===== config.mk =====
export PLATFORM = sky130hd
export DESIGN_NAME = ser_ctl_latch
export DESIGN_NICKNAME = d
export VERILOG_FILES = /design/src/rtl/ser_ctl_pkg.sv /design/src/rtl/ser_sync_edge.sv /design/src/rtl/ser_shift_reg.sv /design/src/rtl/ser_out_reg.sv /design/src/rtl/ser_ctl_latch.sv
export SDC_FILE = /design/constraint.sdc
export NUM_CORES = 1
export LEC_CHECK = 0
export ABC_AREA = 1
export CORE_MARGIN = 5
export CORE_UTILIZATION = 44
export DETAILED_ROUTE_END_ITERATION = 10
export PLACE_DENSITY = 0.74
export SLEW_MARGIN = 20
export SYNTH_ARGS = -nofsm -noshare
export SYNTH_HDL_FRONTEND = slang
export SYNTH_HIERARCHICAL = 1
export SYNTH_SLANG_ARGS = --single-unit

===== constraint.sdc =====
create_clock -name clk_i -period 0.9 [get_ports clk_i]
set_input_delay 0.18 -clock clk_i [delete_from_list [all_inputs] [get_ports clk_i]]
set_output_delay 0.18 -clock clk_i [all_outputs]
set_load 0.02 [all_outputs]

===== src/rtl/ser_ctl_pkg.sv =====
package ser_ctl_pkg;
  localparam int unsigned WORD_W  = 20;
  localparam int unsigned SINGLE_W = 15;
  localparam int unsigned SEL0_W  = 2;
  localparam int unsigned SEL1_W  = 3;
  localparam int unsigned SEL0_LO = SINGLE_W;
  localparam int unsigned SEL1_LO = SEL0_LO + SEL0_W;

  // single-bit control positions whose behaviour the reset value depends on
  localparam int unsigned B_AC3_SEL_N  = 0;
  localparam int unsigned B_ROM_CTL_N  = 2;
  localparam int unsigned B_TRIM_CS_N  = 6;
  localparam int unsigned B_TRIM_MUTE_N = 9;
  localparam int unsigned B_ADC_RST_N  = 11;
  localparam int unsigned B_DAC_MUTE_N = 13;
  localparam int unsigned B_LED_N      = 14;

  // safe default: selects off, LED off, mutes on, ADC held in reset
  localparam logic [WORD_W-1:0] RST_WORD =
      (WORD_W'(1) << B_AC3_SEL_N) | (WORD_W'(1) << B_ROM_CTL_N) |
      (WORD_W'(1) << B_TRIM_CS_N) | (WORD_W'(1) << B_LED_N);
endpackage


===== src/rtl/ser_sync_edge.sv =====
module ser_sync_edge #(
  parameter int unsigned STAGES = 2
) (
  input  logic clk_i,
  input  logic rst_ni,
  input  logic async_i,
  output logic level_o,
  output logic rise_o
);
  logic [STAGES-1:0] sync_q;
  logic              prev_q;

  always_ff @(posedge clk_i or negedge rst_ni) begin
    if (!rst_ni) begin
      sync_q <= '0;
      prev_q <= 1'b0;
    end else begin
      sync_q <= {sync_q[STAGES-2:0], async_i};
      prev_q <= sync_q[STAGES-1];
    end
  end

  assign level_o = sync_q[STAGES-1];
  assign rise_o  = sync_q[STAGES-1] & ~prev_q;

  p_rise_single_r3: assert property (@(posedge clk_i) disable iff (!rst_ni)
    rise_o |=> !rise_o);
endmodule


===== src/rtl/ser_shift_reg.sv =====
module ser_shift_reg #(
  parameter int unsigned WIDTH = 20
) (
  input  logic             clk_i,
  input  logic             rst_ni,
  input  logic             shift_i,
  input  logic             bit_i,
  output logic [WIDTH-1:0] word_o
);
  logic [WIDTH-1:0] sr_q;

  // LSB first: new bits enter at the top and walk down
  always_ff @(posedge clk_i or negedge rst_ni) begin
    if (!rst_ni)      sr_q <= '0;
    else if (shift_i) sr_q <= {bit_i, sr_q[WIDTH-1:1]};
  end

  assign word_o = sr_q;

  p_new_bit_top_r2: assert property (@(posedge clk_i) disable iff (!rst_ni)
    shift_i |=> sr_q[WIDTH-1] == $past(bit_i));
  p_drop_oldest_r7: assert property (@(posedge clk_i) disable iff (!rst_ni)
    shift_i |=> sr_q[WIDTH-2:0] == $past(sr_q[WIDTH-1:1]));
endmodule


===== src/rtl/ser_out_reg.sv =====
module ser_out_reg #(
  parameter int unsigned        WIDTH = 20,
  parameter logic [WIDTH-1:0]   RST_VAL = '0
) (
  input  logic             clk_i,
  input  logic             rst_ni,
  input  logic             load_i,
  input  logic [WIDTH-1:0] next_i,
  output logic [WIDTH-1:0] word_o
);
  logic [WIDTH-1:0] word_q;

  always_ff @(posedge clk_i or negedge rst_ni) begin
    if (!rst_ni)     word_q <= RST_VAL;
    else if (load_i) word_q <= next_i;
  end

  assign word_o = word_q;

  p_hold_no_load_r4: assert property (@(posedge clk_i) disable iff (!rst_ni)
    !load_i |=> $stable(word_q));
  p_load_copies_r5: assert property (@(posedge clk_i) disable iff (!rst_ni)
    load_i |=> word_q == $past(next_i));
endmodule


===== src/rtl/ser_ctl_latch.sv =====
module ser_ctl_latch
  import ser_ctl_pkg::*;
#(
  parameter int unsigned SYNC_STAGES = 2
) (
  input  logic                clk_i,
  input  logic                rst_ni,
  input  logic                sdata_i,
  input  logic                sclk_i,
  input  logic                load_i,
  output logic [WORD_W-1:0]   ctl_word_o,
  output logic [SINGLE_W-1:0] single_ctl_o,
  output logic [SEL0_W-1:0]   dout0_sel_o,
  output logic [SEL1_W-1:0]   dout1_sel_o
);
  localparam int unsigned N_IN = 3;
  localparam int unsigned I_DAT = 0;
  localparam int unsigned I_CLK = 1;
  localparam int unsigned I_LD  = 2;

  logic [N_IN-1:0]   in_raw, in_lvl, in_rise;
  logic [WORD_W-1:0] shift_word, out_word;

  assign in_raw = {load_i, sclk_i, sdata_i};

  for (genvar g = 0; g < N_IN; g++) begin : g_sync
    ser_sync_edge #(.STAGES(SYNC_STAGES)) u_sync (
      .clk_i   (clk_i),
      .rst_ni  (rst_ni),
      .async_i (in_raw[g]),
      .level_o (in_lvl[g]),
      .rise_o  (in_rise[g])
    );
  end

  ser_shift_reg #(.WIDTH(WORD_W)) u_shift (
    .clk_i   (clk_i),
    .rst_ni  (rst_ni),
    .shift_i (in_rise[I_CLK]),
    .bit_i   (in_lvl[I_DAT]),
    .word_o  (shift_word)
  );

  ser_out_reg #(.WIDTH(WORD_W), .RST_VAL(RST_WORD)) u_out (
    .clk_i  (clk_i),
    .rst_ni (rst_ni),
    .load_i (in_rise[I_LD]),
    .next_i (shift_word),
    .word_o (out_word)
  );

  assign ctl_word_o   = out_word;
  assign single_ctl_o = out_word[SINGLE_W-1:0];
  assign dout0_sel_o  = out_word[SEL0_LO +: SEL0_W];
  assign dout1_sel_o  = out_word[SEL1_LO +: SEL1_W];

  p_reset_safe_r1: assert property (@(posedge clk_i) disable iff (!rst_ni)
    $rose(rst_ni) |-> ctl_word_o == RST_WORD);
endmodule


==> impl_metrics.json <==
{
  "cts.sinks": 48,
  "syn_area_per_cell_um2": 9.452,
  "holdPathStages": 1,
  "cts_buffer_depth": 2,
  "design_area_um2": 2870,
  "io_buffers": 44,
  "antenna_found_initial": 0,
  "pwr_density_cell_nw_per_um2": 2113,
  "layout_common_cells": "69 x nand2_1, 45 x nand2_2, 43 x buf_6",
  "ir_drop_v": 0.001215,
  "timing.fmax_ghz": 0.8471,
  "ioPinCount": 45,
  "num-fill-cells": 309,
  "core_area_um2": 4294,
  "p_clk_frac": 0.250,
  "violations": "negative setup slack",
  "status": "complete, but fails checks",
  "yosysWarnings": 6,
  "netlist_area_um2": 1909,
  "pwr-share-seq": 0.467,
  "die_h_um": 75.88,
  "avgViaCountPerCell": 4.886,
  "syn_inst": 202,
  "path_max_fanout": 3,
  "cts_root_buf": "clkbuf_8",
  "setup_viol": 80,
  "hold_viol_final": 0,
  "critical_path_buf_inv_count": 1,
  "syn_nets": 207,
  "timing_worst_setup_path_type": "reg -> out",
  "vias": 1500,
  "drive_gt1_frac": 0.5451,
  "hold_path.class": "in -> reg",
  "worstPathRequired_ns": 0.72,
  "combPwrFrac": 0.283,
  "htree_num_levels": 2,
  "fin_setup_tns_ns": -12.83,
  "grt_pass1_vias": 1322,
  "worst_slew_pin_slew_ns": 0.2875,
  "cap_viol_max_count": 0,
  "drt_first_pass_iters": 4,
  "final.setup_skew_ns": 0.01204,
  "dp_hpwl_mm": 2.356,
  "die_area_um2": 5757,
  "internal_power_w": 0.004165,
  "cp.depth": 1,
  "p_sw_w": 0.001899,
  "grt_overflow": 0,
  "clock_latency_ns": 0.31,
  "syn_to_final_growth_pct": 50.33,
  "placed_area_um2": 2280,
  "dp_slack_ns": -0.4060,
  "worst_r2r_path_depth": 6,
  "rsz0062_at_grt": "true",
  "antenna_cells": 0,
  "crit_family": "flip-flops",
  "grt_pass1_wl_mm": 5.961,
  "final_common_cell": "nand2_1",
  "start_util": 0.4446,
  "slew_headroom": 0.8084,
  "switching_share": 0.3132,
  "cts_tree": "yes",
  "grt_max_degree": 26,
  "hold-worst-slack_ns": 0.3125,
  "post-route-worst-setup-slack_ns": -0.2805,
  "drc_errors": 0,
  "path_clk_slew_ns": 0.09,
  "cp_slowest_cell": "dfstp_2",
  "post-route-min-period_ns": 1.181,
  "final_util": 0.6684,
  "grt_use_total": 0.1398,
  "path_cells": "buf_6",
  "routabilityCongestion": 0.7628,
  "nets": 259,
  "cp-start-kind": "flip-flop",
  "slowest_delay_ns": 0.57,
  "endpoint_kind": "primary output",
  "ant_nets": 0,
  "cts-buffers-inserted": 5,
  "p_leak_nw": 1.538,
  "fin_crit_sh": 1.312,
  "arrival_ns": 1.00,
  "num_rows": 24,
  "routedWlPerCell_um": 14.96,
  "drtIter0Drc": 123,
  "routed_wl_mm": 4.594,
  "die_width_um": 75.88,
  "drv_slew": 0
}
==> metrics by stage <==
step           instances  total power, W
2_1_floorplan        202        0.003525
3_3_place_gp         281        0.004035
3_5_place_dp         281        0.004083
4_1_cts              297        0.005760
5_1_grt              307        0.006329
6_report             307        0.006064
==> timing repair <==
item	CTS	global route
endpoints found under the setup margin	80	80
gates resized for setup	256	75
buffers inserted	5	7
hold buffers	1	0
pin swaps	12	23
gates cloned	2	4
hold endpoints to repair	44	0
==> layout make-up <==
class | instances | area (um2) | share of cell area
flip-flops and latches | 48 | 1209 | 0.4211
repair buffers | 69 | 762.0 | 0.2655
repair inverters | 4 | 50.05 | 0.01744
multi-input cells | 122 | 630.6 | 0.2197
clock buffers | 6 | 72.57 | 0.02528
inverters | 4 | 46.29 | 0.01613
clock inverters | 2 | 35.03 | 0.01221
well taps | 52 | 65.06 | 0.02267
==> path summary, 6_finish.rpt <==
kind / slack [ns] / from / end
max in group asynchronous: 0.19 / rst_ni / u_out/word_o[14]
worst max register to register: -0.21 / g_sync[2].u_sync/sync_q[1] / u_out/word_o[17]
worst min register to register: 0.35 / g_sync[2].u_sync/sync_q[0] / g_sync[2].u_sync/sync_q[1]
min in group asynchronous: 0.35 / rst_ni / u_shift/word_o[6]
worst max-delay path: -0.28 / u_out/word_o[0] / ctl_word_o[0]
worst min-delay path: 0.31 / sclk_i / g_sync[1].u_sync/sync_q[0]
==> flip-flops by register name, indices dropped and copies added, names as in the netlist <==
signal	cells
g_sync.u_sync/prev_q	2
g_sync.u_sync/sync_q	6
u_out/word_o	20
u_shift/word_o	20
==> power groups by stage <==
| stage | logic, W | clock network [W] | registers [W] |
|---|---|---|---|
| finish | 0.00172 | 0.00152 | 0.00283 |
| global route | 0.00183 | 0.00163 | 0.00286 |
| CTS | 0.00146 | 0.00155 | 0.00274 |
| detailed placement | 0.00136 | 0 | 0.00272 |
| global placement | 0.00133 | 0 | 0.00271 |
| floorplan | 0.000669 | 0 | 0.00286 |
==> layer usage <==
| metal | GRT usage | routed length, um | vias to the layer above |
|---|---|---|---|
| li1 | - | - | 687 |
| met5 | 0 | 0 | - |
| met4 | 0.05243 | 93 | 0 |
| met1 | 0.1662 | 1730 | 753 |
| met3 | 0.04749 | 288 | 7 |
| met2 | 0.2338 | 2482 | 53 |
Note: power is estimated with default switching activity, not from simulation.
